<file path="src/rtl/ebc_pkg.sv">
package ebc_pkg;
  typedef enum logic [2:0] {
    PH_IDLE   = 3'd0,
    PH_ONCHIP = 3'd1,
    PH_ADDR   = 3'd2,
    PH_DATA   = 3'd3,
    PH_DONE   = 3'd4
  } phase_t;
endpackage

</file>
<file path="src/rtl/ebc_region_decode.sv">
module ebc_region_decode #(
  parameter int ADDR_W = 16,
  parameter logic [ADDR_W-1:0] WIN_LO = 'h2000,
  parameter logic [ADDR_W-1:0] WIN_HI = 'h3FFF
) (
  input  logic [ADDR_W-1:0] addr,
  input  logic              mem_sel,
  output logic              onchip
);
  logic in_window;
  always_comb begin
    in_window = (addr >= WIN_LO) && (addr <= WIN_HI);
    onchip    = mem_sel && in_window;
  end
endmodule

</file>
<file path="src/rtl/ebc_seq.sv">
module ebc_seq
  import ebc_pkg::*;
#(
  parameter int ADDR_W = 16
) (
  input  logic              clk,
  input  logic              rst_n,
  input  logic              req_valid,
  output logic              req_ready,
  input  logic [ADDR_W-1:0] req_addr,
  input  logic              req_write,
  input  logic              req_fetch,
  input  logic              req_word,
  input  logic              onchip,
  input  logic              cfg_dyn_width,
  input  logic              width_pin,
  output logic              req_done,
  output phase_t            phase,
  output logic [ADDR_W-1:0] addr_out,
  output logic              write_q,
  output logic              fetch_q,
  output logic              wide_q
);
  logic [ADDR_W-1:0] addr_q;
  logic              word_q;
  logic              byte_hi;
  logic              split_more;

  assign req_ready  = (phase == PH_IDLE);
  assign split_more = word_q && !wide_q && !byte_hi;
  assign req_done   = (phase == PH_ONCHIP) || ((phase == PH_DONE) && !split_more);
  assign addr_out   = word_q ? {addr_q[ADDR_W-1:1], byte_hi} : addr_q;

  always_ff @(posedge clk or negedge rst_n) begin
    if (!rst_n) begin
      phase   <= PH_IDLE;
      addr_q  <= '0;
      write_q <= 1'b0;
      fetch_q <= 1'b0;
      word_q  <= 1'b0;
      wide_q  <= 1'b0;
      byte_hi <= 1'b0;
    end else begin
      unique case (phase)
        PH_IDLE: if (req_valid) begin
          addr_q  <= req_addr;
          write_q <= req_write;
          fetch_q <= req_fetch;
          word_q  <= req_word;
          byte_hi <= 1'b0;
          phase   <= onchip ? PH_ONCHIP : PH_ADDR;
        end
        PH_ONCHIP: phase <= PH_IDLE;
        PH_ADDR: begin
          wide_q <= cfg_dyn_width && width_pin;
          phase  <= PH_DATA;
        end
        PH_DATA: phase <= PH_DONE;
        PH_DONE: begin
          if (split_more) begin
            byte_hi <= 1'b1;
            phase   <= PH_ADDR;
          end else begin
            phase <= PH_IDLE;
          end
        end
        default: phase <= PH_IDLE;
      endcase
    end
  end

  // width chosen in the address state is held into completion
  a_r3_width_held: assert property (@(posedge clk) disable iff (!rst_n)
    (phase == PH_DONE) |-> $stable(wide_q));
  // fixed width configuration never yields a wide cycle
  a_r4_fixed_narrow: assert property (@(posedge clk) disable iff (!rst_n)
    (phase == PH_DATA && !$past(cfg_dyn_width)) |-> !wide_q);
  // completion is a single-cycle pulse
  a_r5_done_pulse: assert property (@(posedge clk) disable iff (!rst_n)
    req_done |=> !req_done);
  // a busy controller does not change its captured request
  a_r10_busy_stable: assert property (@(posedge clk) disable iff (!rst_n)
    (phase == PH_DATA) |-> $stable(addr_q));
endmodule

</file>
<file path="src/rtl/ebc_out_gen.sv">
module ebc_out_gen
  import ebc_pkg::*;
(
  input  logic   clk,
  input  logic   rst_n,
  input  phase_t phase,
  input  logic   cfg_adv,
  input  logic   write_q,
  input  logic   fetch_q,
  input  logic   wide_q,
  output logic   onchip_o,
  output logic   strobe_o,
  output logic   bus_rd_o,
  output logic   bus_wr_o,
  output logic   bus_wide_o,
  output logic   fetch_o
);
  logic ext_busy;
  logic in_data;

  always_comb begin
    ext_busy   = (phase == PH_ADDR) || (phase == PH_DATA) || (phase == PH_DONE);
    in_data    = (phase == PH_DATA);
    onchip_o   = (phase == PH_ONCHIP);
    strobe_o   = cfg_adv ? !ext_busy : (phase == PH_ADDR);
    bus_rd_o   = in_data && !write_q;
    bus_wr_o   = in_data && write_q;
    bus_wide_o = (in_data || (phase == PH_DONE)) && wide_q;
    fetch_o    = ext_busy && fetch_q && !write_q;
  end

  // fetch flag stays up until the completion state
  a_r8_fetch_held: assert property (@(posedge clk) disable iff (!rst_n)
    (fetch_o && phase != PH_DONE) |=> fetch_o);
  // on-chip work never shows bus strobes
  a_r1_onchip_quiet: assert property (@(posedge clk) disable iff (!rst_n)
    onchip_o |-> !(bus_rd_o || bus_wr_o || fetch_o));
  // read and write strobes are exclusive
  a_r5_rw_excl: assert property (@(posedge clk) disable iff (!rst_n)
    !(bus_rd_o && bus_wr_o));
endmodule

</file>
<file path="src/rtl/ext_bus_ctl.sv">
module ext_bus_ctl
  import ebc_pkg::*;
#(
  parameter int ADDR_W = 16,
  parameter logic [ADDR_W-1:0] WIN_LO = 'h2000,
  parameter logic [ADDR_W-1:0] WIN_HI = 'h3FFF
) (
  input  logic              clk,
  input  logic              rst_n,
  input  logic              req_valid,
  output logic              req_ready,
  input  logic [ADDR_W-1:0] req_addr,
  input  logic              req_write,
  input  logic              req_fetch,
  input  logic              req_word,
  output logic              req_done,
  input  logic              mem_sel,
  input  logic              cfg_dyn_width,
  input  logic              cfg_adv,
  input  logic              width_pin,
  output logic              onchip_o,
  output logic              strobe_o,
  output logic              bus_rd_o,
  output logic              bus_wr_o,
  output logic              bus_wide_o,
  output logic              fetch_o,
  output logic [ADDR_W-1:0] bus_addr_o
);
  logic   onchip_hit;
  phase_t phase;
  logic   write_q, fetch_q, wide_q;

  ebc_region_decode #(.ADDR_W(ADDR_W), .WIN_LO(WIN_LO), .WIN_HI(WIN_HI)) u_dec (
    .addr(req_addr), .mem_sel(mem_sel), .onchip(onchip_hit)
  );

  ebc_seq #(.ADDR_W(ADDR_W)) u_seq (
    .clk(clk), .rst_n(rst_n), .req_valid(req_valid), .req_ready(req_ready),
    .req_addr(req_addr), .req_write(req_write), .req_fetch(req_fetch),
    .req_word(req_word), .onchip(onchip_hit), .cfg_dyn_width(cfg_dyn_width),
    .width_pin(width_pin), .req_done(req_done), .phase(phase),
    .addr_out(bus_addr_o), .write_q(write_q), .fetch_q(fetch_q), .wide_q(wide_q)
  );

  ebc_out_gen u_out (
    .clk(clk), .rst_n(rst_n), .phase(phase), .cfg_adv(cfg_adv),
    .write_q(write_q), .fetch_q(fetch_q), .wide_q(wide_q),
    .onchip_o(onchip_o), .strobe_o(strobe_o), .bus_rd_o(bus_rd_o),
    .bus_wr_o(bus_wr_o), .bus_wide_o(bus_wide_o), .fetch_o(fetch_o)
  );

  // latch-enable pulse lasts a single cycle
  a_r6_ale_pulse: assert property (@(posedge clk) disable iff (!rst_n)
    (!cfg_adv && $past(!cfg_adv) && strobe_o) |=> !strobe_o);
  // no request is taken while busy
  a_r10_ready_idle: assert property (@(posedge clk) disable iff (!rst_n)
    (req_ready && !req_valid) |=> req_ready);
endmodule

</file>
<file path="config.mk">
export PLATFORM = sky130hd
export DESIGN_NAME = ext_bus_ctl
export DESIGN_NICKNAME = d
export VERILOG_FILES = /design/src/rtl/ebc_pkg.sv /design/src/rtl/ebc_region_decode.sv /design/src/rtl/ebc_seq.sv /design/src/rtl/ebc_out_gen.sv /design/src/rtl/ext_bus_ctl.sv
export SDC_FILE = /design/constraint.sdc
export NUM_CORES = 1
export LEC_CHECK = 0
export CAP_MARGIN = 30
export CORE_ASPECT_RATIO = 0.6
export CORE_UTILIZATION = 55
export DETAILED_ROUTE_END_ITERATION = 8
export DONT_BUFFER_PORTS = 1
export GPL_ROUTABILITY_DRIVEN = 0
export PLACE_DENSITY = 0.67
export SKIP_LAST_GASP = 1
export SYNTH_ARGS = -nofsm -noshare
export SYNTH_HDL_FRONTEND = slang
export SYNTH_HIERARCHICAL = 1
export SYNTH_SLANG_ARGS = --single-unit
</file>
<file path="constraint.sdc">
create_clock -name clk -period 3.85 [get_ports clk]
set_clock_uncertainty 0.1 [all_clocks]
set_input_delay 0 -clock clk [delete_from_list [all_inputs] [get_ports clk]]
set_output_delay 0 -clock clk [all_outputs]
set_load 0.05 [all_outputs]
</file>
# Yosys cells after proc, flatten, opt, wreduce, memory -nomap -nowiden
# Cells that the tools add are included.
[op_classes] n_eq_ne=6 mux=9 order_cmp=2 n_reduce_logical=24
[op_table] operator="16-bit by 14-bit greater-or-equal comparator with 1-bit output (second input constant)" n=1
[op_table] operator="16-bit by 14-bit less-or-equal comparator with 1-bit output (second input constant)" n=1
[op_table] operator="3-bit one-hot mux with 4 select lines" n=1
[op_table] operator="1-bit logical AND" n=11
[op_table] operator="3-bit by 2-bit equality test with 1-bit output (second input constant)" n=2
[op_table] operator="1-bit zero test" n=5
[op_table] operator="1-bit logical OR" n=4
[op_table] operator="1-bit 2-to-1 mux" n=4
[op_table] operator="2-bit 2-to-1 mux" n=2
[op_table] operator="2-bit inequality test (second input constant)" n=2
[op_table] operator="3-bit by 1-bit equality test with 1-bit output (second input constant)" n=1
[op_table] operator="3-bit equality test (second input constant)" n=1
[op_table] operator="3-bit zero test" n=1
[op_table] operator="3-bit 2-to-1 mux" n=1
[op_table] operator="3-bit AND reduction" n=1
[op_table] operator="1-bit one-hot mux with 2 select lines" n=1
[op_table] operator="2-bit AND reduction" n=1
[op_table] operator="2-bit nonzero test" n=1
[word_totals] register_bits=24 wordCells=48 inputBits=26

# Logic depth before layout (Yosys ltp)
# Gate-level depths: netlist of the first run.
[logic_depth] depth_word=6 ltp_mapped=5 mapped_depth_nobuf=3

# By module
# The synthesis of the first run kept the hierarchy.
[modules_own_cells] mod="ebc_seq" area_each_um2=1164.9 cells_each=87 instances=1
[modules_own_cells] mod="ebc_out_gen" area_each_um2=77.6 cells_each=12 instances=1
[modules_own_cells] mod="ebc_region_decode" area_each_um2=12.5 cells_each=1 instances=1

# Worst setup path before layout of the first run
# Ideal clock, no wire load.
[synth_timing] path_type="register -> output" from="register u_seq.phase[2]" to="output port req_done" path_stages_with_launch=4 path_buffers=1 arrival_ns=2.028 slack_ns=1.722 t_required_ns=3.750 path_cell_list="dfrtp_1 > buf_6 > nand2b_1 > a311oi_1"
[synth_between] elab_chain_cells=3 elab_cells_between_ends=4 cone_classes="eq/ne: 2; reduce/logical: 2"
[synth_lines] element="start: declaration" line="ebc_seq.sv:18" rtl="output phase_t phase,"
[synth_lines] element="start signal: assignment" line="ebc_seq.sv:51" rtl="phase <= onchip ? PH_ONCHIP : PH_ADDR;"
[synth_lines] element="3-bit equality test" line="ebc_seq.sv:31" rtl="assign req_done = (phase == PH_ONCHIP) || ((phase == PH_DONE) && !split_more);"
[synth_lines] element="1-bit logical AND" line="ebc_seq.sv:31"
[synth_lines] element="1-bit logical OR *" line="ebc_seq.sv:31"
[synth_lines] element="end: declaration" line="ext_bus_ctl.sv:16" rtl="output logic req_done,"
# Every way passes the cells marked *; elsewhere a longest branch is shown, timed or not.

# Worst setup path in the final report of the first run
[layout_timing] from="register u_seq.phase[2]" to="output port bus_wide_o"
[layout_between] elab_chain_cells=3 elab_cells_between_ends=4 cone_classes="eq/ne: 2; reduce/logical: 2"
[layout_lines] element="3-bit by 2-bit equality test with 1-bit output or 3-bit equality test (tied branches)" line="ebc_out_gen.sv:23, ebc_out_gen.sv:28"
[layout_lines] element="1-bit logical OR *" line="ebc_out_gen.sv:28" rtl="bus_wide_o = (in_data || (phase == PH_DONE)) && wide_q;"
[layout_lines] element="1-bit logical AND *" line="ebc_out_gen.sv:28"
[layout_lines] element="end: declaration" line="ext_bus_ctl.sv:25" rtl="output logic bus_wide_o,"
# Marks and branches as above.

==> results by group, run 1 <==
Place
  – Hpwl dp: 1469 um
  – IO buf count: 0

Clock tree
  – Clock slew at reported path FFs: 0.08 ns
  – CTS tree: yes
  – CTS HTree Levels: 1
  – Resized Gates After CTS: 0
  – Clock Path Buffers: 2
  – Clk sink count: 24
  – Cts hold-fix bufs: 23
  – Number of setup buffers added after CTS: 0
  – CTS Buf Count: 3
  – Clk Latency, worst-skew pair: 0.26 ns
  – Clk root buf: clkbuf_8

Drt
  – Vias: 730
  – Drc violations: 0
  – WL per Instance: 15.52 um
  – Detailed Route WL: 2173 um
  – DR pass1 iterations: 3
  – Antenna viol nets, final: 0
  – First DRT Iteration DRCs: 17
  – Vias per cell: 5.214

Synth
  – Distinct cells, synth: 30
  – Synthesized area: 0.001255 mm2
  – Largest area contributor in the netlist: dfrtp_1
  – Yosys Warn Count: 6
  – Syn nets: 126
  – EDFF count, synth: 0
  – Top post-synthesis cells by area: dfrtp_1 48%, buf_4 9.0%, mux2_1 9.0%
  – Synth Flop Type: dfrtp_1
  – Async SR Flop Fraction: 100.0%
  – Yosys top cell area share: 47.86%
  – Sequential share of the synthesized area: 47.86%
  – Post-Synthesis Cells: 100
  – Register bit total from synthesis: 24
  – Count leader, synth: dfrtp_1
  – Syn avg cell area: 12.55 um2
  – Top cells by count, synth: 24 x dfrtp_1, 15 x buf_4, 10 x mux2_1, 10 x mux2_2, 5 x nand2b_1

STA
  – Final period utilization: 58.82%
  – Setup TNS: 0 ns
  – Tmin final: 2.265 ns
  – Setup violations, final: 0
  – Final Hold Viols: 0
  – Rel. slew slack: 31.28%
  – Max Freq: 441.6 MHz
  – Final Max Tran Viols: 0
  – Worst-Margin Slew: 1.029 ns
  – RSZ-0062 raised after global routing: false

Job
  – Max Cap Viol: 0

Die
  – I/O pin cnt: 50
  – Cell Rows: 12
  – Height of the die: 39 um
  – Initial core utilization: 62.84%
  – Total Die Area: 0.002483 mm2
  – Die width: 63.67 um
  – Core Area: 0.001997 mm2

Worst setup path
  – Critical Path RT: 3.75 ns
  – Worst r2r path cells: 3
  – Reg2reg setup slack: 1.76 ns
  – Critical Path Sink Type: output pin
  – WP buf/inv: 0
  – CP max FO: 15
  – Critical path class: flip-flop to output pin
  – Worst path arrival time: 2.16 ns
  – Kind of start point of the critical path: flip-flop
  – CP peak stage delay: 0.80 ns
  – Crit path max-delay family: compound AO/OA/AOI/OAI gates
  – Worst-path cell chain: or3b_1 -> a21boi_1
  – Crit. path cell count: 2
  – Slowest cell on crit path: a21boi_1

Min path
  – HP Class: input pin to flip-flop
  – Hold depth: 2

Layout
  – Area grow syn2layout: 17.25%
  – ANT cells: 0
  – Nets: 139
  – Share of cells above drive strength 1: 22.32%

Status
  – Status: completed

Global routing
  – Number of antenna violations at the first check in global routing: 0
  – Global Route Usage Sum: 19.04%
  – Vias in the first global route: 718
  – Largest net degree at the start of global routing: 25
  – Gr ovfl total: 0
  – Global-route wire length before repair: 3346 um
-- through the flow --
step | utilization (%) | hold WS, ns | setup WS (ns) | area [um2] | std cells
4_1_cts | 72.06 | 0.02708 | 1.558 | 1439 | 137
6_report | 73.68 | 0.03084 | 1.585 | 1471 | 140
3_5_place_dp | 57.77 | -0.3952 | 1.745 | 1154 | 110
2_1_floorplan | - | -0.3956 | 1.722 | 1255 | 100
3_3_place_gp | 57.21 | -0.3950 | 1.639 | 1142 | 109
5_1_grt | 73.68 | 0.03159 | 1.477 | 1471 | 140
-- flip-flops by register name, summed over array words and instances, names as in the netlist --
name / flops
u_seq/word_q: 1
u_seq/wide_q: 1
u_seq/phase: 3
u_seq/write_q: 1
u_seq/byte_hi: 1
u_seq/fetch_q: 1
u_seq/addr_q: 16
-- cell families (layout without fill, tap and decap cells) --
| family | count (synthesis) | count (layout) | share of synthesized area (%) |
|---|---|---|---|
| flops | 24 | 24 | 47.86 |
| buf+inv | 24 | 36 | 14.46 |
| simple gates | 22 | 22 | 13.16 |
| mux | 21 | 21 | 18.74 |
| compound gates | 8 | 8 | 5.085 |
| xor+xnor | 1 | 1 | 0.6980 |
-- area by class of cell --
type | count | area [um2]
flip-flops and latches | 24 | 600.6
fillers | 152 | 525.5
multi-input cells | 52 | 484.2
repair buffers | 28 | 281.5
clock buffers | 4 | 55.05
well taps | 28 | 35.03
inverters | 4 | 15.01
-- final timing paths --
| check | endpoint | from |
|---|---|---|
| hold / removal | u_seq/word_q$_DFFE_PN0P_ | req_valid |
| hold reg to reg | u_seq/fetch_q$_DFFE_PN0P_ | u_seq/fetch_q$_DFFE_PN0P_ |
| max in group asynchronous | u_seq/addr_q[13]$_DFFE_PN0P_ | rst_n |
| min in group asynchronous | u_seq/phase[2]$_DFFE_PN0P_ | rst_n |
| setup / recovery | bus_wide_o | u_seq/phase[2]$_DFFE_PN0P_ |
| setup reg to reg | u_seq/write_q$_DFFE_PN0P_ | u_seq/phase[2]$_DFFE_PN0P_ |
-- placed cells by master, fill, tap and decap left out --
cell / count
dfrtp_1: 24
dlygate4sd3_1: 24
mux2_2: 10
mux2_1: 10
nand2b_1: 5
clkbuf_8: 4
nor2_1: 4
inv_1: 4
buf_4: 2
a21oi_1: 2
nor3_1: 2
and4bb_2: 1
or3b_1: 1
nor4b_1: 1
a31o_1: 1
nand3b_1: 1
a21boi_1: 1
nor3b_2: 1
nor2b_1: 1
xnor2_1: 1
a311oi_2: 1
nor4b_4: 1
nand2_1: 1
nor3b_1: 1
mux2i_1: 1
and2b_2: 1
or4b_4: 1
o21ai_0: 1
o221ai_1: 1
a221oi_2: 1
buf_8: 1
buf_6: 1
-- per-layer routing --
layer	GRT usage, %	vias up	share of wire, %
li1	-	353	-
met2	33.24	34	47
met5	0	-	0
met3	6.765	0	8.8
met4	5.114	0	0
met1	22.89	343	44
Power of run 1 is not shown: default switching activity piles up to over one toggle a cycle in this logic, so the estimate is an artifact.
==> run 2: changes to the inputs <==
PLACE_DENSITY = 0.7   (was 0.67)
clock period = 2 ns   (was 3.85 ns; I/O delays follow)
==> run 2 against run 1 <==
Effect of this change: count of clock-buffer cells in the layout unchanged; hold slack worse by 0.025 ns; cell count grew 5.0%; critical path depth is 1 higher; via count rose by 6.3%; die area unchanged; non-clock buffer count up 7; flip-flop and latch count did not move; global-route usage increased by 1.3 points; sequential share of layout area decreased by 1.2 points; critical path type unchanged; critical endpoint is now strobe_o; largest cell class unchanged.
==> results by group, run 2 (synthesis gave the netlist of run 1 again) <==
STA
  – Worst hold slack: 0.005739 ns
  – Final Max Tran Viols: 0
  – Tmin final: 1.873 ns
  – Rel. slew slack: 67.12%
  – Max Freq: 534.0 MHz
  – Final Hold Viols: 0
  – Final period utilization: 93.63%
  – Worst-Margin Slew: 0.4932 ns
  – RSZ-0062 raised after global routing: false
  – Setup violations, final: 0
  – Worst setup margin: 0.1273 ns
  – Setup TNS: 0 ns

Die
  – I/O pin cnt: 50
  – Total Die Area: 0.002483 mm2
  – Height of the die: 39 um
  – Die width: 63.67 um
  – Cell Rows: 12
  – Core Area: 0.001997 mm2
  – Initial core utilization: 62.84%

Worst setup path
  – Critical Path Sink Type: output pin
  – CP max FO: 9
  – Critical Path RT: 1.90 ns
  – Worst r2r path cells: 3
  – Kind of start point of the critical path: flip-flop
  – Worst path arrival time: 1.77 ns
  – Critical path class: flip-flop to output pin

Place
  – Hpwl dp: 1518 um
  – Pre-CTS worst setup slack: 0.3823 ns
  – IO buf count: 0

Layout
  – ANT cells: 0
  – Share of cells above drive strength 1: 27.73%
  – Max FFs per register: 16
  – Most frequent cells in the layout: 24 x dfrtp_1, 23 x dlygate4sd3_1, 11 x buf_4, 10 x mux2_2, 10 x mux2_1
  – Nets: 146
  – Largest registers: u_seq/addr_q x16, u_seq/phase x3
  – Top reg by flops: u_seq/addr_q
  – Leading cell type in the layout, fill and taps excluded: dfrtp_1
  – Util after Layout: 76.00%
  – Area grow syn2layout: 20.94%

Clock tree
  – Clock Path Buffers: 2
  – Clk root buf: clkbuf_8
  – CTS tree: yes
  – Clock slew at reported path FFs: 0.08 ns
  – CTS Buf Count: 3
  – Clk sink count: 24
  – CTS HTree Levels: 1
  – Number of setup buffers added after CTS: 0
  – Clk Latency, worst-skew pair: 0.26 ns

Status
  – Status: completed

Drt
  – First DRT Iteration DRCs: 32
  – Detailed Route WL: 2282 um
  – Drc violations: 0
  – WL per Instance: 15.52 um
  – DR pass1 iterations: 4
  – Vias: 776
  – Antenna viol nets, final: 0
  – Vias per cell: 5.279

Global routing
  – Global Route Usage Sum: 20.33%
  – Global-route wire length before repair: 3615 um
  – Gr ovfl total: 0
  – Vias in the first global route: 769
  – Largest net degree at the start of global routing: 25
  – Number of antenna violations at the first check in global routing: 0

Job
  – Max Cap Viol: 0

Min path
  – HP Class: input pin to asynchronous set/reset pin
[run 2: changes by cell type in the layout (fill, tap and decap cells not counted), sizes merged]
cell and change:
buf +8, dlygate4sd3 -1
[run 2: metrics by stage]
stage               cells  instance area, um2
detailed placement    119                1217
CTS                   146                1503
finish                147                1518
global route          147                1518
global placement      119                1217
floorplan             100                1261
[run 2: repair_timing]
item                                    CTS  global route
hold buffers                             23             0
gates resized for setup                   0             0
endpoints found under the setup margin    0             0
hold endpoints to repair                 47             0
[run 2: final timing paths]
check                                                start                            to  slack (ns)
worst min-delay path                                 rst_n      u_seq/wide_q$_DFFE_PN0N_       0.006
worst max-delay path            u_seq/phase[1]$_DFFE_PN0P_                      strobe_o        0.13
worst min register to register   u_seq/fetch_q$_DFFE_PN0P_     u_seq/fetch_q$_DFFE_PN0P_        0.43
worst max register to register  u_seq/phase[1]$_DFFE_PN0P_  u_seq/addr_q[10]$_DFFE_PN0P_        0.37
min in group clk                              req_addr[13]    u_seq/phase[0]$_DFFE_PN0P_        0.06
max in group asynchronous                            rst_n     u_seq/write_q$_DFFE_PN0P_        1.35
[run 2: cell type report]
type	count	area (um2)
inverter	4	15.01
clock buffer	4	55.05
sequential	24	600.6
tap	28	35.03
fill	118	479.2
timing repair buffer	35	327.8
multi-input combinational	52	484.2
[run 2: per-layer routing]
layer	track usage (%)	vias to the layer above	routed length, um
li1	-	368	-
met1	23.01	375	981
met2	36.97	33	1117
met3	9.706	0	183
met4	1.705	0	0
met5	0	-	0
[run 2: critical path: stages (launching register included)]
cell and delay, ns:
dfrtp_1 0.49, buf_4 0.21, or3b_1 0.41, a31o_1 0.40
Power of run 2 is left out for the same reason.
==> run 3: changes to the inputs <==
CELL_PAD_IN_SITES_DETAIL_PLACEMENT = 2   (was unset)
CELL_PAD_IN_SITES_GLOBAL_PLACEMENT = 2   (was unset)
CORE_UTILIZATION = 38   (was 55)
PLACE_DENSITY = 0.73   (was 0.7)
SKIP_LAST_GASP = unset   (was 1)
clock period = 1.8 ns   (was 2 ns; I/O delays follow)
==> run 3 against run 2 <==
Effect of this change: highest routed layer is now met4; via count rose by 4.3%; routed wire length rose by 23%; count of clock-buffer cells in the layout did not move; setup slack got worse by 0.044 ns; cell count rose by 11%; core utilization fell by 23 points; critical path depth rose by 1.
==> results by group, run 3 (synthesis gave the netlist of run 1 again) <==
Layout
  – ANT cells: 0
  – Most frequent cells in the layout: 24 x dlygate4sd3_1, 23 x dfrtp_1, 10 x buf_4, 10 x mux2_2, 10 x mux2_1
  – Final Non-Filler Cells: 163
  – Largest registers: u_seq/addr_q x16, u_seq/phase x3
  – Fillers: 279
  – Area grow syn2layout: 26.42%
  – Design area: 0.001587 mm2
  – Top reg by flops: u_seq/addr_q
  – Leading cell type in the layout, fill and taps excluded: dlygate4sd3_1
  – Nets: 148
  – Share of cells above drive strength 1: 30.58%
  – Max FFs per register: 16

Worst setup path
  – Critical Path RT: 1.70 ns
  – Crit path max-delay family: simple AND/OR/NAND/NOR gates
  – FF-to-FF Start: u_seq/phase[2]$_DFFE_PN0P_
  – Crit path to: bus_wide_o
  – CP max FO: 14
  – WP buf/inv: 2
  – RR Endpoint: u_seq/addr_q[11]$_DFFE_PN0P_
  – Critical path class: flip-flop to output pin
  – Slowest cell on crit path: or3b_1
  – Worst r2r path cells: 4
  – Worst Setup SP: u_seq/phase[2]$_DFFE_PN0P_
  – Worst-path cell chain: buf_6 -> or3b_1 -> a21boi_2 -> buf_4
  – Crit. path cell count: 4
  – Reg2reg setup slack: 0.14 ns
  – Worst path arrival time: 1.62 ns
  – CP peak stage delay: 0.42 ns
  – Critical Path Sink Type: output pin
  – Kind of start point of the critical path: flip-flop

Place
  – Placed cell areas: 0.001247 mm2
  – IO buf count: 0
  – Cell count after placement: 133
  – Hpwl dp: 1859 um

Drt
  – Drc violations: 0
  – WL per Instance: 17.22 um
  – DR pass1 iterations: 3
  – Vias per cell: 4.963
  – Vias: 809
  – Detailed Route WL: 2807 um
  – First DRT Iteration DRCs: 15
  – Antenna viol nets, final: 0

STA
  – Tmin final: 1.716 ns
  – Rel. slew slack: 66.10%
  – Final period utilization: 95.36%
  – Setup violations, final: 0
  – Setup TNS: 0 ns
  – Max Freq: 582.6 MHz
  – Final Max Tran Viols: 0
  – RSZ-0062 raised after global routing: false
  – Worst-Margin Slew: 0.5085 ns
  – Final Hold Viols: 0

Die
  – Initial core utilization: 41.79%
  – I/O pin cnt: 50
  – Height of the die: 46.52 um
  – Die width: 76.19 um
  – Total Die Area: 0.003544 mm2
  – Core Area: 0.003003 mm2
  – Cell Rows: 15

Clock tree
  – Clk Latency, worst-skew pair: 0.26 ns
  – Clock Path Buffers: 2
  – CTS Buf Count: 3
  – Clk root buf: clkbuf_8
  – CTS HTree Levels: 1
  – Clk sink count: 24
  – CTS tree: yes
  – Clock slew at reported path FFs: 0.08 ns

Job
  – Max Cap Viol: 0

Global routing
  – Gr ovfl total: 0
  – Number of antenna violations at the first check in global routing: 0
  – Global-route wire length before repair: 4360 um
  – Global Route Usage Sum: 16.84%
  – Largest net degree at the start of global routing: 25
  – Vias in the first global route: 858

Status
  – Status: completed

Min path
  – HP Class: input pin to flip-flop
## run 3: cell count changes in the layout (fill, tap and decap cells not counted), sizes merged
cell / previous run / this run
buf: 12 / 13
dlygate4sd3: 23 / 24
## run 3: timing repair
item	in CTS	in global routing
gates cloned	0	0
setup buffers	1	0
pin swaps	0	0
hold buffers	23	1
setup endpoints to repair	2	2
gates resized for setup	1	3
hold endpoints to repair	47	6
## run 3: final cells by class
| cell class | instances | area (um2) | area share [%] |
|---|---|---|---|
| sequential | 24 | 601.8 | 37.93 |
| multi-input combinational | 52 | 488.0 | 30.76 |
| timing repair buffer | 37 | 374.1 | 23.58 |
| clock buffer | 4 | 55.05 | 3.470 |
| tap | 42 | 52.55 | 3.312 |
| inverter | 4 | 15.01 | 0.9464 |
## run 3: metrics by stage
step           util [%]  hold slack (ns)  setup slack (ns)
3_5_place_dp      41.54          -0.3952            0.2119
4_1_cts           51.42          0.04945           0.03165
5_1_grt           52.83          0.07317          0.004777
3_3_place_gp      41.54          -0.3951            0.2729
2_1_floorplan         -          -0.3956           0.04061
6_report          52.83          0.05585           0.08351
## run 3: worst min path at each step
stage | startpoint | end | depth (start not counted) | slack [ns]
2_1_floorplan | rst_n | u_seq/addr_q[0]$_DFFE_PN0P_ | 0 | -0.40
3_3_place_gp | rst_n | u_seq/addr_q[7]$_DFFE_PN0P_ | 0 | -0.40
3_5_place_dp | rst_n | u_seq/addr_q[7]$_DFFE_PN0P_ | 0 | -0.40
4_1_cts | req_addr[13] | u_seq/phase[0]$_DFFE_PN0P_ | 3 | 0.05
5_1_grt | req_addr[13] | u_seq/phase[1]$_DFFE_PN0P_ | 3 | 0.07
6_report | req_addr[13] | u_seq/phase[0]$_DFFE_PN0P_ | 3 | 0.06
## run 3: per-layer routing
layer	wire (um)	up-vias	GRT usage, %	share of wire, %
met5	0	-	0	0
met4	17	0	3.462	0.61
met3	189	4	6.931	6.7
met2	1472	28	30.73	52
met1	1128	404	19.30	40
li1	-	373	-	-
## run 3: tightest hold or removal path, stage by stage
cell and delay (ns):
and4bb_2 0.21, a21oi_1 0.12, nor3_1 0.05
Power of run 3 is left out for the same reason.
